`config.mk`:
```
export PLATFORM = sky130hd
export DESIGN_NAME = spi_fifo_irq
export DESIGN_NICKNAME = d
export VERILOG_FILES = /design/src/rtl/sfi_pkg.sv /design/src/rtl/sfi_fifo.sv /design/src/rtl/sfi_irq.sv /design/src/rtl/spi_fifo_irq.sv
export SDC_FILE = /design/constraint.sdc
export NUM_CORES = 2
export LEC_CHECK = 0
export ABC_AREA = 1
export BUFFER_PORTS_ARGS = -buffer_cell sky130_fd_sc_hd__buf_2
export CORE_AREA = 8 8 223 384
export DETAILED_ROUTE_END_ITERATION = 10
export DIE_AREA = 0 0 231 392
export PLACE_DENSITY = 0.48
export SKIP_LAST_GASP = 1
export SLEW_MARGIN = 15
export SYNTH_ARGS = -nofsm -noshare
export SYNTH_HDL_FRONTEND = slang
export SYNTH_SLANG_ARGS = --single-unit
```
`constraint.sdc`:
```
create_clock -name clk -period 3.6 [get_ports clk]
set_input_delay 0.18 -clock clk [delete_from_list [all_inputs] [get_ports clk]]
set_output_delay 0.18 -clock clk [all_outputs]
set_load 0.05 [all_outputs]
```
`src/rtl/sfi_pkg.sv`:
```
package sfi_pkg;

    localparam int IRQ_W = 5;
    localparam int CLR_W = 4;
    localparam int ST_W  = 5;

    // raw / mask / masked flag positions
    localparam int IRQ_TX_LOW  = 0;
    localparam int IRQ_TX_OVF  = 1;
    localparam int IRQ_RX_UNF  = 2;
    localparam int IRQ_RX_OVF  = 3;
    localparam int IRQ_RX_HIGH = 4;

    // clear strobe positions
    localparam int CLR_ALL    = 0;
    localparam int CLR_RX_UNF = 1;
    localparam int CLR_RX_OVF = 2;
    localparam int CLR_TX_OVF = 3;

    // status positions
    localparam int ST_BUSY     = 0;
    localparam int ST_TX_FULL  = 1;
    localparam int ST_TX_EMPTY = 2;
    localparam int ST_RX_EMPTY = 3;
    localparam int ST_RX_FULL  = 4;

    typedef struct packed {
        logic [IRQ_W-1:0] mask;
        logic             tx_ovf;
        logic             rx_ovf;
        logic             rx_unf;
    } irq_state_t;

endpackage

```
`src/rtl/sfi_fifo.sv`:
```
module sfi_fifo #(
    parameter int DEPTH = 32,
    parameter int DW    = 8,
    localparam int PTR_W = $clog2(DEPTH),
    localparam int LVL_W = $clog2(DEPTH + 1)
) (
    input  logic             clk,
    input  logic             rst_n,
    input  logic             push,
    input  logic [DW-1:0]    push_data,
    input  logic             pop,
    output logic [DW-1:0]    pop_data,
    output logic [LVL_W-1:0] level,
    output logic             full,
    output logic             empty,
    output logic             ovf_pulse,
    output logic             unf_pulse
);

    typedef struct packed {
        logic [DEPTH-1:0][DW-1:0] mem;
        logic [PTR_W-1:0]         wr;
        logic [PTR_W-1:0]         rd;
        logic [LVL_W-1:0]         cnt;
    } fifo_state_t;

    fifo_state_t st_q, st_d;
    logic        push_ok, pop_ok;

    always_comb begin
        full      = (st_q.cnt == LVL_W'(DEPTH));
        empty     = (st_q.cnt == '0);
        push_ok   = push && !full;
        pop_ok    = pop && !empty;
        ovf_pulse = push && full;
        unf_pulse = pop && empty;
        pop_data  = empty ? '0 : st_q.mem[st_q.rd];
        level     = st_q.cnt;

        st_d = st_q;
        if (push_ok) begin
            st_d.mem[st_q.wr] = push_data;
            st_d.wr = (st_q.wr == PTR_W'(DEPTH - 1)) ? '0 : st_q.wr + 1'b1;
        end
        if (pop_ok) begin
            st_d.rd = (st_q.rd == PTR_W'(DEPTH - 1)) ? '0 : st_q.rd + 1'b1;
        end
        case ({push_ok, pop_ok})
            2'b10:   st_d.cnt = st_q.cnt + 1'b1;
            2'b01:   st_d.cnt = st_q.cnt - 1'b1;
            default: st_d.cnt = st_q.cnt;
        endcase
    end

    always_ff @(posedge clk) begin
        if (!rst_n) st_q <= '0;
        else        st_q <= st_d;
    end

endmodule

```
`src/rtl/sfi_irq.sv`:
```
module sfi_irq
    import sfi_pkg::*;
#(
    parameter int LVL_W  = 6,
    parameter int MARK_W = 5
) (
    input  logic              clk,
    input  logic              rst_n,
    input  logic [LVL_W-1:0]  tx_level,
    input  logic [LVL_W-1:0]  rx_level,
    input  logic [MARK_W-1:0] tx_mark,
    input  logic [MARK_W-1:0] rx_mark,
    input  logic              tx_ovf_pulse,
    input  logic              rx_ovf_pulse,
    input  logic              rx_unf_pulse,
    input  logic              mask_wr,
    input  logic [IRQ_W-1:0]  mask_val,
    input  logic              clr_wr,
    input  logic [CLR_W-1:0]  clr_bits,
    output logic [IRQ_W-1:0]  raw,
    output logic [IRQ_W-1:0]  masked,
    output logic              irq
);

    localparam int CW = (LVL_W > MARK_W ? LVL_W : MARK_W) + 1;

    irq_state_t st_q, st_d;
    logic [CW-1:0] rx_need;
    logic          rx_hit, tx_hit;

    always_comb begin
        rx_need = CW'(rx_mark) + 1'b1;
        rx_hit  = CW'(rx_level) >= rx_need;
        tx_hit  = CW'(tx_level) <= CW'(tx_mark);

        st_d = st_q;
        if (mask_wr) st_d.mask = mask_val;
        if (clr_wr) begin
            if (clr_bits[CLR_ALL] || clr_bits[CLR_TX_OVF]) st_d.tx_ovf = 1'b0;
            if (clr_bits[CLR_ALL] || clr_bits[CLR_RX_OVF]) st_d.rx_ovf = 1'b0;
            if (clr_bits[CLR_ALL] || clr_bits[CLR_RX_UNF]) st_d.rx_unf = 1'b0;
        end
        // a fresh error outranks a clear in the same cycle
        if (tx_ovf_pulse) st_d.tx_ovf = 1'b1;
        if (rx_ovf_pulse) st_d.rx_ovf = 1'b1;
        if (rx_unf_pulse) st_d.rx_unf = 1'b1;

        raw              = '0;
        raw[IRQ_TX_LOW]  = tx_hit;
        raw[IRQ_TX_OVF]  = st_q.tx_ovf;
        raw[IRQ_RX_UNF]  = st_q.rx_unf;
        raw[IRQ_RX_OVF]  = st_q.rx_ovf;
        raw[IRQ_RX_HIGH] = rx_hit;
        masked           = raw & st_q.mask;
        irq              = |masked;
    end

    always_ff @(posedge clk) begin
        if (!rst_n) st_q <= '0;
        else        st_q <= st_d;
    end

endmodule

```
`src/rtl/spi_fifo_irq.sv`:
```
module spi_fifo_irq
    import sfi_pkg::*;
#(
    parameter int DEPTH  = 32,
    parameter int DW     = 8,
    parameter int MARK_W = 5,
    localparam int LVL_W = $clog2(DEPTH + 1)
) (
    input  logic              clk,
    input  logic              rst_n,
    input  logic              tx_push,
    input  logic [DW-1:0]     tx_push_data,
    input  logic              tx_pop,
    output logic [DW-1:0]     tx_pop_data,
    input  logic              rx_push,
    input  logic [DW-1:0]     rx_push_data,
    input  logic              rx_pop,
    output logic [DW-1:0]     rx_pop_data,
    input  logic [MARK_W-1:0] tx_mark,
    input  logic [MARK_W-1:0] rx_mark,
    input  logic              mask_wr,
    input  logic [4:0]        mask_val,
    input  logic              clr_wr,
    input  logic [3:0]        clr_bits,
    input  logic              engine_busy,
    output logic [LVL_W-1:0]  tx_level,
    output logic [LVL_W-1:0]  rx_level,
    output logic [4:0]        status,
    output logic [4:0]        raw_irq,
    output logic [4:0]        masked_irq,
    output logic              irq
);

    logic tx_full, tx_empty, tx_ovf_p, tx_unf_p;
    logic rx_full, rx_empty, rx_ovf_p, rx_unf_p;

    sfi_fifo #(.DEPTH(DEPTH), .DW(DW)) u_tx (
        .clk       (clk),
        .rst_n     (rst_n),
        .push      (tx_push),
        .push_data (tx_push_data),
        .pop       (tx_pop),
        .pop_data  (tx_pop_data),
        .level     (tx_level),
        .full      (tx_full),
        .empty     (tx_empty),
        .ovf_pulse (tx_ovf_p),
        .unf_pulse (tx_unf_p)
    );

    sfi_fifo #(.DEPTH(DEPTH), .DW(DW)) u_rx (
        .clk       (clk),
        .rst_n     (rst_n),
        .push      (rx_push),
        .push_data (rx_push_data),
        .pop       (rx_pop),
        .pop_data  (rx_pop_data),
        .level     (rx_level),
        .full      (rx_full),
        .empty     (rx_empty),
        .ovf_pulse (rx_ovf_p),
        .unf_pulse (rx_unf_p)
    );

    sfi_irq #(.LVL_W(LVL_W), .MARK_W(MARK_W)) u_irq (
        .clk          (clk),
        .rst_n        (rst_n),
        .tx_level     (tx_level),
        .rx_level     (rx_level),
        .tx_mark      (tx_mark),
        .rx_mark      (rx_mark),
        .tx_ovf_pulse (tx_ovf_p),
        .rx_ovf_pulse (rx_ovf_p),
        .rx_unf_pulse (rx_unf_p),
        .mask_wr      (mask_wr),
        .mask_val     (mask_val),
        .clr_wr       (clr_wr),
        .clr_bits     (clr_bits),
        .raw          (raw_irq),
        .masked       (masked_irq),
        .irq          (irq)
    );

    // transmit side has no underflow flag; an empty pop just yields 0
    logic tx_unf_unused;
    assign tx_unf_unused = tx_unf_p;

    always_comb begin
        status              = '0;
        status[ST_BUSY]     = engine_busy;
        status[ST_TX_FULL]  = tx_full;
        status[ST_TX_EMPTY] = tx_empty;
        status[ST_RX_EMPTY] = rx_empty;
        status[ST_RX_FULL]  = rx_full;
    end

endmodule

```
==> qor.csv <==
metric;value;unit
crit_chain;buf_4 -> clkinv_1 -> nand3_1 -> nand2_1 -> nor2_1 -> nor2_1 -> nor2_1 -> buf_2;
cts_tree;yes;
grt_max_degree;111;
cpMaxStageDelayCell;dfxtp_1;
critical_path_class;flop to output port;
finalSetupViolations;0;
synthesis.nets;4096;
yosys-top-cells-area;dfxtp_1, a21oi_1, nand3_1;
htree_num_levels;2;
yosys.area_share.simple;30.36;%
coreArea;0.08046;sq mm
drv_slew;0;
synth_compound_area_share;18.00;%
cp_slowest_stage_delay;0.56;ns
ys_warn_count;0;
hold_path_class;input pin to flop;
cpMostUsedCell;nor2_1;
ys.flop_type;dfxtp_1;
pin_count;88;
hpwl;64030;microns
crit_arrival;3.11;ns
initial_utilization;34.57;%
grt_antenna_before_repair;0;
yosys.cell_count.top_type;nand2_1;
drt_wl_total;102200;microns
remaining_drc_errors;0;
yosys.area.top_type;dfxtp_1;
cp_num_buf_inv;3;
slew_headroom;24.75;%
grt_pass1_wl;156100;microns
first_global_vias;25600;
cts.sinks;552;
synth_top_family_by_area;simple AND/OR/NAND/NOR gates;
finClkSkew;0.03495;ns
viasPerCell;5.306;
avgSynthCellArea;6.919;sq um
reg2reg_depth;16;
postSynth.asyncResetShare;0;%
finalHoldViolCount;0;
drv_cap;0;
rows;138;
instances_no_fill;5022;
cts_buffer_depth;3;
clk_pin_slew;0.06;ns
cts_setup_buffers;0;
detail_route.wl_per_cell;20.35;microns
clkLatencyLatePin;0.64;ns
finalNetCount;4005;
via_count;26650;
endpoint_kind;output port;
cp-start-kind;flop;
synthAdderAreaFrac;1.439;%
vdd_drop_max;544.7;uV
synthTopCellsByCount;nand2_1, a21oi_1, nand3_1, dfxtp_1, inv_1;
p_leak;10.05;nW
rsz0062_at_grt;no;
yosysTopAreaCellShare;39.73;%
synthCells;4020;
die_w;231;microns
gp_congestion;0.8769;
drtIter0Drc;2124;
timing.rr.end;u_rx.level[2];
ant_nets;0;
first_pass_iters;6;
min_period;3.293;ns
layout-drive-gt1-share;9.441;%
r2r_slack;0.70;ns
die_area;0.09055;sq mm
io_buffers;85;
ys_seq_area_share;39.73;%
synth_edf_count;0;
synth-xor-area-share;0.2834;%
hold_start;rst_n;
clock.fmax;303.7;MHz
syn_area;0.02781;sq mm
crit_path_max_fanout;19;
worstMarginPinSlew;1.129;ns
die_h;392;microns
fillers;8758;
synth.area.mux_share;0;%
ys_seq_elements;552;
cp_top_family;buffers and inverters;
worstReg2RegStart;u_rx.level[3];
hold_end;u_rx.level[0];
stdcell_area;0.03050;sq mm
gr-total-overflow;0;
dpl_cell_area;0.02842;sq mm
powerDensity;628.0;mW/mm^2
hold_path_depth;3;
cts_root_buf;clkbuf_16;
fin_crit_sh;91.46;%
yosysUniqueCellTypes;34;
crit_cells;8;
dp_cells;4897;
tns;0;ns
antennaDiodeCount;0;
cts_buffers;57;
required;3.42;ns
status;completed;
grtUsageTotal;21.76;%
area_growth;9.644;%
-- registers in the layout (all words and copies together) (netlist names) --
| name | flops |
|---|---|
| u_rx.level | 6 |
| u_irq.raw | 3 |
| u_irq.st_q | 5 |
| u_rx.st_q | 266 |
| u_tx.st_q | 266 |
| u_tx.level | 6 |
-- metal layers --
metal	routed length (microns)	track usage, %	part of all wire (%)	vias up
met4	5785	11.56	5.7	0
met3	3999	2.301	3.9	211
met2	53520	40.31	52	700
met1	38910	24.11	38	12500
li1	-	-	-	13240
met5	0	0	0	-
-- worst reg2reg max path, cell delays in order (launching register included) --
cell      delay (ns)
dfxtp_1         0.36
inv_2           0.11
nand4_2         0.14
nor2_4          0.14
nand2_2         0.19
nand2_1         0.27
inv_1           0.18
ha_1            0.37
inv_1           0.17
nand2_1         0.07
nand2_1         0.07
inv_1           0.04
ha_1            0.16
o21bai_1        0.18
xnor2_1         0.14
o21ai_0         0.16
inv_1           0.05
-- how the worst max path moves through the flow --
stage,from,end,slack (ns)
after floorplan,u_rx.level[3],u_rx.level[2],1.19
after global placement,u_rx.level[3],u_rx.level[4],0.73
after detailed placement,u_rx.level[3],u_rx.level[2],0.69
after CTS,u_rx.st_q[8],rx_pop_data[4],0.27
after global routing,u_rx.st_q[8],rx_pop_data[4],0.13
final,u_rx.st_q[8],rx_pop_data[4],0.31
-- power breakdown --
group / internal (mW) / switching, mW / total (mW)
combinational: 1.58 / 4.95 / 6.53
sequential: 6.29 / 0.258 / 6.55
clock: 3.41 / 2.66 / 6.07
total: 11.3 / 7.87 / 19.2
-- through the flow --
stage	hold slack (ns)	util (%)	worst slack (ns)	total power, mW
detailed placement	0.3606	35.32	0.6925	13.23
global route	0.05938	37.90	0.1294	20.12
CTS	0.03708	37.90	0.2733	19.37
global placement	0.3606	35.32	0.7271	13.26
floorplan	0.3149	-	1.188	11.38
finish	0.07532	37.90	0.3073	19.15
-- area by class of cell --
class / count / area, sq um / share of cell area [%]
Clock buffer: 86 / 1675 / 5.494
Clock inverter: 16 / 172.7 / 0.5662
Inverter: 306 / 1166 / 3.824
Multi-Input combinational cell: 2858 / 13930 / 45.68
Sequential cell: 552 / 11060 / 36.28
Tap cell: 1050 / 1314 / 4.308
Timing Repair Buffer: 154 / 1176 / 3.857
-- cells in the final DEF (no fill, tap or decap), types with 7 or more instances in the layout --
cell	instances
buf_12	14
nor2_1	108
nand3_2	63
o211ai_1	49
ha_1	32
buf_4	32
xnor2_1	7
clkbuf_16	57
nor2_2	61
clkinv_2	8
o21ai_0	204
a21oi_1	715
dlygate4sd3_1	23
buf_2	85
dfxtp_1	548
clkinv_1	7
inv_2	16
clkbuf_8	14
inv_1	280
nand2_1	881
nand3_1	709
clkbuf_1	15
-- kinds of logic after synthesis --
logic type               count (synthesis)
buffers and inverters                  610
AO/OA/AOI/OAI                          974
AND/OR/NAND/NOR                       1843
XOR/XNOR                                 9
adder cells (fa/ha/maj)                 32
flip-flops                             552
-- timing repair --
item                      CTS  global route
hold endpoints to repair   18             0
resized for setup           0             0
hold buffers               23             0
(Power assumes the default switching activity.)
